`src/rtl/dma_rf_pkg.sv`:
```
// Package: shared offsets and helpers for the DMA register front end.
// Assumes the control page is the upper eight offsets (addr[3] = 1) and is
// decoded on addr[2:0].
package dma_rf_pkg;
    localparam int OFS_STATCMD = 0;   // 0x8
    localparam int OFS_REQ     = 1;   // 0x9
    localparam int OFS_SMASK   = 2;   // 0xA
    localparam int OFS_MODE    = 3;   // 0xB
    localparam int OFS_CLRPTR  = 4;   // 0xC
    localparam int OFS_MCLR    = 5;   // 0xD
    localparam int OFS_CLRMASK = 6;   // 0xE
    localparam int OFS_ALLMASK = 7;   // 0xF

    // True for control offsets that cannot be read.
    function automatic logic is_write_only(input logic [2:0] ofs);
        return !(ofs == 3'(OFS_STATCMD) || ofs == 3'(OFS_MCLR));
    endfunction
endpackage

```
`src/rtl/dma_rf_decode.sv`:
```
// Module: address decode. Turns the offset and strobes into a channel-page
// access flag, one-hot control write strobes and the illegal-read flag.
// Assumes a single access per cycle on one shared address.
module dma_rf_decode
    import dma_rf_pkg::*;
(
    input  logic [3:0] addr,
    input  logic       wr_en,
    input  logic       rd_en,
    output logic       chan_acc,
    output logic       chan_wr,
    output logic [7:0] ctl_wr,
    output logic       rd_err
);
    // Decode page and strobes.
    always_comb begin
        chan_acc = !addr[3] && (wr_en || rd_en);
        chan_wr  = !addr[3] && wr_en;
        ctl_wr   = (addr[3] && wr_en) ? (8'b1 << addr[2:0]) : 8'b0;
        rd_err   = rd_en && addr[3] && is_write_only(addr[2:0]);
    end
endmodule

```
`src/rtl/dma_rf_chanregs.sv`:
```
// Module: per-channel start address and count registers, 16 bits each,
// reached a byte at a time. Register index equals addr[2:0]: even = address,
// odd = count. Assumes the byte pointer comes from the control block.
module dma_rf_chanregs #(
    parameter int NCH = 4,
    parameter int DW  = 8
) (
    input  logic                            clk,
    input  logic                            rst_n,
    input  logic                            chan_wr,
    input  logic [$clog2(2*NCH)-1:0]        ridx,
    input  logic                            hi_ptr,
    input  logic [DW-1:0]                   wdata,
    output logic [DW-1:0]                   rbyte
);
    localparam int NREG = 2 * NCH;
    localparam int RW   = 2 * DW;

    logic [RW-1:0] regs [NREG];

    for (genvar i = 0; i < NREG; i++) begin : g_reg
        // Byte-wide update of one 16-bit register.
        always_ff @(posedge clk) begin
            if (!rst_n)
                regs[i] <= '0;
            else if (chan_wr && ridx == i[$clog2(NREG)-1:0]) begin
                if (hi_ptr) regs[i][RW-1:DW] <= wdata;
                else        regs[i][DW-1:0]  <= wdata;
            end
        end
    end

    // Select the addressed byte for reading.
    always_comb rbyte = hi_ptr ? regs[ridx][RW-1:DW] : regs[ridx][DW-1:0];

    assert_byte_lands_R7: assert property (@(posedge clk) disable iff (!rst_n)
        chan_wr |=> (($past(hi_ptr) ? regs[$past(ridx)][RW-1:DW]
                                    : regs[$past(ridx)][DW-1:0]) == $past(wdata)));
endmodule

```
`src/rtl/dma_rf_ctrl.sv`:
```
// Module: shared control state: mask, software requests, command, mode
// bytes and the byte pointer. Reset and master clear share one clear path;
// mode bytes are cleared by reset only. Assumes one-hot ctl_wr.
module dma_rf_ctrl
    import dma_rf_pkg::*;
#(
    parameter int NCH = 4,
    parameter int DW  = 8
) (
    input  logic              clk,
    input  logic              rst_n,
    input  logic [7:0]        ctl_wr,
    input  logic              chan_acc,
    input  logic [DW-1:0]     wdata,
    output logic [NCH-1:0]    mask,
    output logic [NCH-1:0]    req,
    output logic [DW-1:0]     cmd,
    output logic [NCH*DW-1:0] mode_flat,
    output logic              hi_ptr
);
    localparam int CW = $clog2(NCH);

    logic          clr_all;
    logic [CW-1:0] sel;
    logic          bitval;

    // Shared clear condition and command-byte fields.
    always_comb begin
        clr_all = !rst_n || ctl_wr[OFS_MCLR];
        sel     = wdata[CW-1:0];
        bitval  = wdata[2];
    end

    // Channel mask: clear-all, load-all or single-bit update.
    always_ff @(posedge clk) begin
        if (clr_all)                  mask <= '1;
        else if (ctl_wr[OFS_CLRMASK]) mask <= '0;
        else if (ctl_wr[OFS_ALLMASK]) mask <= wdata[NCH-1:0];
        else if (ctl_wr[OFS_SMASK])   mask[sel] <= bitval;
    end

    // Software request bits.
    always_ff @(posedge clk) begin
        if (clr_all)              req <= '0;
        else if (ctl_wr[OFS_REQ]) req[sel] <= bitval;
    end

    // Command byte.
    always_ff @(posedge clk) begin
        if (clr_all)                  cmd <= '0;
        else if (ctl_wr[OFS_STATCMD]) cmd <= wdata;
    end

    // Byte pointer: cleared explicitly, toggled by channel accesses.
    always_ff @(posedge clk) begin
        if (clr_all || ctl_wr[OFS_CLRPTR]) hi_ptr <= 1'b0;
        else if (chan_acc)                 hi_ptr <= !hi_ptr;
    end

    for (genvar i = 0; i < NCH; i++) begin : g_mode
        // Mode byte of channel i.
        always_ff @(posedge clk) begin
            if (!rst_n)
                mode_flat[i*DW +: DW] <= '0;
            else if (ctl_wr[OFS_MODE] && sel == i[CW-1:0])
                mode_flat[i*DW +: DW] <= wdata;
        end
    end

    assert_single_mask_R3: assert property (@(posedge clk) disable iff (!rst_n)
        ctl_wr[OFS_SMASK] |=> (mask[$past(sel)] == $past(bitval))
                              && ($countones(mask ^ $past(mask)) <= 1));
    assert_clear_mask_R6: assert property (@(posedge clk) disable iff (!rst_n)
        ctl_wr[OFS_CLRMASK] |=> (mask == '0));
    assert_ptr_toggle_R7: assert property (@(posedge clk) disable iff (!rst_n)
        chan_acc |=> (hi_ptr != $past(hi_ptr)));
    assert_ptr_clear_R8: assert property (@(posedge clk) disable iff (!rst_n)
        ctl_wr[OFS_CLRPTR] |=> !hi_ptr);
    assert_master_clear_R9: assert property (@(posedge clk) disable iff (!rst_n)
        ctl_wr[OFS_MCLR] |=> (mask == '1) && (req == '0) && (cmd == '0) && !hi_ptr);
endmodule

```
`src/rtl/dma_regfile.sv`:
```
// Module: top of the DMA register front end. Joins decode, channel
// registers and control state, and muxes read data. Status and temporary
// registers have no source in this block and read as zero.
module dma_regfile
    import dma_rf_pkg::*;
#(
    parameter int NCH = 4,
    parameter int DW  = 8
) (
    input  logic              clk,
    input  logic              rst_n,
    input  logic [3:0]        addr,
    input  logic [DW-1:0]     wdata,
    input  logic              wr_en,
    input  logic              rd_en,
    output logic [DW-1:0]     rdata,
    output logic              rd_err,
    output logic [NCH-1:0]    chan_mask,
    output logic [NCH-1:0]    sw_req,
    output logic [NCH*DW-1:0] chan_mode,
    output logic [DW-1:0]     cmd_byte
);
    localparam int IW = $clog2(2 * NCH);
    localparam logic [DW-1:0] STATUS_VAL = '0;
    localparam logic [DW-1:0] TEMP_VAL   = '0;

    logic          chan_acc, chan_wr, hi_ptr;
    logic [7:0]    ctl_wr;
    logic [DW-1:0] chan_byte;

    dma_rf_decode u_dec (
        .addr(addr), .wr_en(wr_en), .rd_en(rd_en),
        .chan_acc(chan_acc), .chan_wr(chan_wr), .ctl_wr(ctl_wr), .rd_err(rd_err)
    );

    dma_rf_chanregs #(.NCH(NCH), .DW(DW)) u_chan (
        .clk(clk), .rst_n(rst_n), .chan_wr(chan_wr), .ridx(addr[IW-1:0]),
        .hi_ptr(hi_ptr), .wdata(wdata), .rbyte(chan_byte)
    );

    dma_rf_ctrl #(.NCH(NCH), .DW(DW)) u_ctrl (
        .clk(clk), .rst_n(rst_n), .ctl_wr(ctl_wr), .chan_acc(chan_acc),
        .wdata(wdata), .mask(chan_mask), .req(sw_req), .cmd(cmd_byte),
        .mode_flat(chan_mode), .hi_ptr(hi_ptr)
    );

    // Read data mux by page and control offset.
    always_comb begin
        if (!addr[3])                         rdata = chan_byte;
        else if (addr[2:0] == 3'(OFS_STATCMD)) rdata = STATUS_VAL;
        else if (addr[2:0] == 3'(OFS_MCLR))    rdata = TEMP_VAL;
        else                                   rdata = '0;
    end

    assert_err_zero_R10: assert property (@(posedge clk) disable iff (!rst_n)
        rd_err |-> (rdata == '0));
    assert_read_no_state_R10: assert property (@(posedge clk) disable iff (!rst_n)
        (rd_en && !wr_en) |=> $stable(chan_mask) && $stable(sw_req)
                              && $stable(cmd_byte) && $stable(chan_mode));
    assert_one_ctl_R2: assert property (@(posedge clk) disable iff (!rst_n)
        $onehot0(ctl_wr) && !(chan_wr && (ctl_wr != '0)));
endmodule

```
`config.mk`:
```
export PLATFORM = sky130hd
export DESIGN_NAME = dma_regfile
export DESIGN_NICKNAME = d
export VERILOG_FILES = /design/src/rtl/dma_rf_pkg.sv /design/src/rtl/dma_rf_decode.sv /design/src/rtl/dma_rf_chanregs.sv /design/src/rtl/dma_rf_ctrl.sv /design/src/rtl/dma_regfile.sv
export SDC_FILE = /design/constraint.sdc
export NUM_CORES = 1
export LEC_CHECK = 0
export ABC_AREA = 0
export BUFFER_PORTS_ARGS = -buffer_cell sky130_fd_sc_hd__buf_2
export CORE_MARGIN = 3
export CORE_UTILIZATION = 59
export DETAILED_ROUTE_END_ITERATION = 7
export PLACE_DENSITY = 0.87
export REMOVE_ABC_BUFFERS = 1
export SLEW_MARGIN = 40
export SYNTH_ARGS = -nofsm -noshare
export SYNTH_HDL_FRONTEND = slang
export SYNTH_SLANG_ARGS = --single-unit
```
`constraint.sdc`:
```
create_clock -name clk -period 2.39 [get_ports clk]
set_input_delay 0.3585 -clock clk [delete_from_list [all_inputs] [get_ports clk]]
set_output_delay 0.3585 -clock clk [all_outputs]
set_load 0.05 [all_outputs]
```
==> metrics.csv <==
metric,value,unit
drcViolationCount,0,
wl_per_cell,22.10,um
diodes,0,
ir_worst_vdd,469.1,uV
p_per_area,745.8,nW/um^2
synth-seq-cells,177,
n_fill_cell,877,
ant_nets,0,
arrival,1.99,ns
ys_warn_count,0,
seq_area_frac_synth,0.6011,
maxCapViolations,0,
max_slew.worst_pin.slew,0.6463,ns
core-area,12980,um^2
critical_path_required,2.03,ns
syn_area_per_cell,12.84,um^2
groute.usage.overall,0.2806,
insertion_delay,0.43,ns
muxShareOfSynthArea,0.1322,
synth_fa_ha_area_frac,0,
worstSetupStartpointType,flip-flop,
path_clk_slew,0.07,ns
regArea,4828,um^2
hold_path.class,in2reg,
gp_congestion,0.8923,
hold_violations,0,
initial_core_util,0.6184,
finClkSkew,0.007433,ns
final_cells,897,
core.rowCount,41,
max_stage_delay,0.36,ns
dieWidth,122.6,um
drv_slew,0,
timing.fmax,426.5,MHz
async_flop_share,0,
final_core_util,0.7252,
grt_max_degree,39,
postSynthCellCount,625,
portBuffers,72,
setup_viol,0,
grt_pass1_vias,5595,
status,"complete, no violations",
die-height,122.6,um
routed_wl,19830,um
firstDrtPassIters,6,
num-nets-final,728,
synth.distinct_cells,47,
cts_sinks,177,
dp.cells,862,
io_pins,73,
drive_above_1_share,0.2469,
fin_crit,2.345,ns
synth_compound_area_frac,0.05113,
place_hpwl,13310,um
crit_fanout,2,
synthSimpleGateAreaFrac,0.1872,
cts-buffers-inserted,17,
first_iter_violations,604,
leakagePower,0.003643,uW
synth_xor_area_frac,0.001091,
stdcell_area,9413,um^2
fin_crit_sh,0.9810,
crit_buf_inv,2,
via_per_inst,6.154,
relSlewSlack,0.5663,
h-tree-depth,4,
grt_remaining_overflow,0,
multi_input_area,3004,um^2
synth_top_family_by_area,simple AND/OR/NAND/NOR gates,
clock_path_buffers,2,
antenna_found_initial,0,
vias,5520,
rsz0062_at_grt,no,
dieArea,15040,um^2
crit_family,compound AO/OA/AOI/OAI gates,
path_class,reg2out,
path_cells,mux2i_1 -> a22oi_1 -> buf_4 -> a22oi_1 -> o211ai_1 -> buf_2,
synthesis.area,8026,um^2
cp-end-kind,output port,
grt_pass1_wl,30660,um
placed_cell_area,8710,um^2
crit_slowest_cell,edfxtp_1,
synth_edf_count,128,
cts-root-buf,clkbuf_16,
crit_top_cell,a22oi_1,
syn_to_final_growth,17.27,%
ys.flop_type,edfxtp_1,
cts_tree,built,
## path summary, 6_finish.rpt
check	start	to	slack [ns]	cells past startpoint
hold / removal	rd_en	u_ctrl.hi_ptr$_SDFFE_PP0P_	0.32	4
setup reg to reg	u_ctrl.hi_ptr$_SDFFE_PP0P_	u_chan.regs[0][9]$_SDFFCE_PN0P_	0.63	5
hold reg to reg	u_ctrl.mode_flat[9]$_SDFFE_PN0P_	u_ctrl.mode_flat[9]$_SDFFE_PN0P_	0.44	2
setup / recovery	u_chan.regs[5][15]$_SDFFCE_PN0P_	rdata[7]	0.05	6
## where the power goes
part	total (uW)	internal [uW]	switching, uW
Clock	2970	1810	1160
Sequential	3420	3380	37.8
Combinational	631	213	418
## per-layer routing
| metal | part of all wire | vias up | wire (um) | global-route usage |
|---|---|---|---|---|
| li1 | - | 2443 | - | - |
| met1 | 0.38 | 2671 | 7537 | 0.3582 |
| met2 | 0.47 | 354 | 9227 | 0.4315 |
| met3 | 0.12 | 52 | 2434 | 0.1009 |
| met4 | 0.032 | 0 | 627 | 0.1295 |
| met5 | 0 | - | 0 | 0 |
## area by class of cell
class | count | area share
flip-flops and latches | 177 | 0.5130
multi-input cells | 401 | 0.3192
repair buffers | 112 | 0.07577
clock buffers | 20 | 0.04852
well taps | 172 | 0.02286
clock inverters | 12 | 0.01914
inverters | 3 | 0.001595
## layout by cell type (no fill, tap or decap), types with 3 or more instances in the layout
master	instances
bufinv_16	4
o21a_1	5
nor2b_1	27
nand2_1	13
mux2i_1	56
buf_4	38
nor2_1	37
nand2b_1	4
nand3_1	17
nor3_1	24
buf_12	3
a21oi_1	4
o21ai_0	17
clkinvlp_4	3
mux2i_2	5
clkbuf_16	17
o211ai_1	8
edfxtp_1	128
dfxtp_1	48
buf_2	69
a22oi_1	18
nor3_4	3
mux4_2	20
and2_1	113
## logic make-up (layout without fill, tap and decap cells)
logic type | Yosys count | count (layout)
xor+xnor | 1 | 1
compound gates | 62 | 62
flops | 177 | 177
simple gates | 257 | 257
buf+inv | 47 | 147
mux | 81 | 81
## cell usage after synthesis, types with 2 or more instances
cell type	number	share of area
edfxtp_1	128	0.48
and2_1	113	0.088
mux2i_1	61	0.076
dfxtp_1	49	0.12
nor2_1	38	0.018
clkbuf_1	27	0.013
nor2b_1	27	0.021
nor3_1	24	0.015
mux4_2	20	0.056
a22oi_1	18	0.017
o21ai_0	18	0.011
nand3_1	17	0.011
nand2_1	13	0.0061
buf_2	10	0.0062
o211ai_1	8	0.0075
buf_4	6	0.0056
o21a_1	5	0.0047
a21oi_1	4	0.0025
nand2b_1	4	0.0031
nor3_4	3	0.0061
and3_1	2	0.0016
clkinv_1	2	0.00094
nand3b_1	2	0.0019
o31ai_1	2	0.0019
or3_1	2	0.0016
## state kept, by name (all words and copies together) (netlist names)
register          flops
u_ctrl.mode_flat     32
u_ctrl.req            4
u_chan.regs         128
u_ctrl.cmd            8
u_ctrl.hi_ptr         1
u_ctrl.mask           4
## through the flow
step	worst slack, ns	total power [uW]	hold WS, ns	TNS [ns]
after floorplan	-0.08394	3786	0.4763	-0.5876
after global placement	0.1156	4054	0.4126	0
after detailed placement	0.08283	4081	0.4238	0
after CTS	0.02384	7029	0.3092	0
after global routing	0.001673	7217	0.3389	0
final	0.04548	7020	0.3217	0
## what timing repair did
item                       4_1_cts  5_1_grt
setup buffers                    0        3
hold buffers                     0        0
setup endpoints to repair        8        8
pin swaps                        0        1
resized for setup                5        9
hold endpoints to repair         0        0
## worst reg2reg max path: cells and delay by family (launching register included)
| family | cells | cell delay, ns |
|---|---|---|
| buf+inv | 1 | 0.14 |
| flops | 1 | 0.37 |
| simple gates | 4 | 1.12 |
Power figures use the tool's default switching activity.
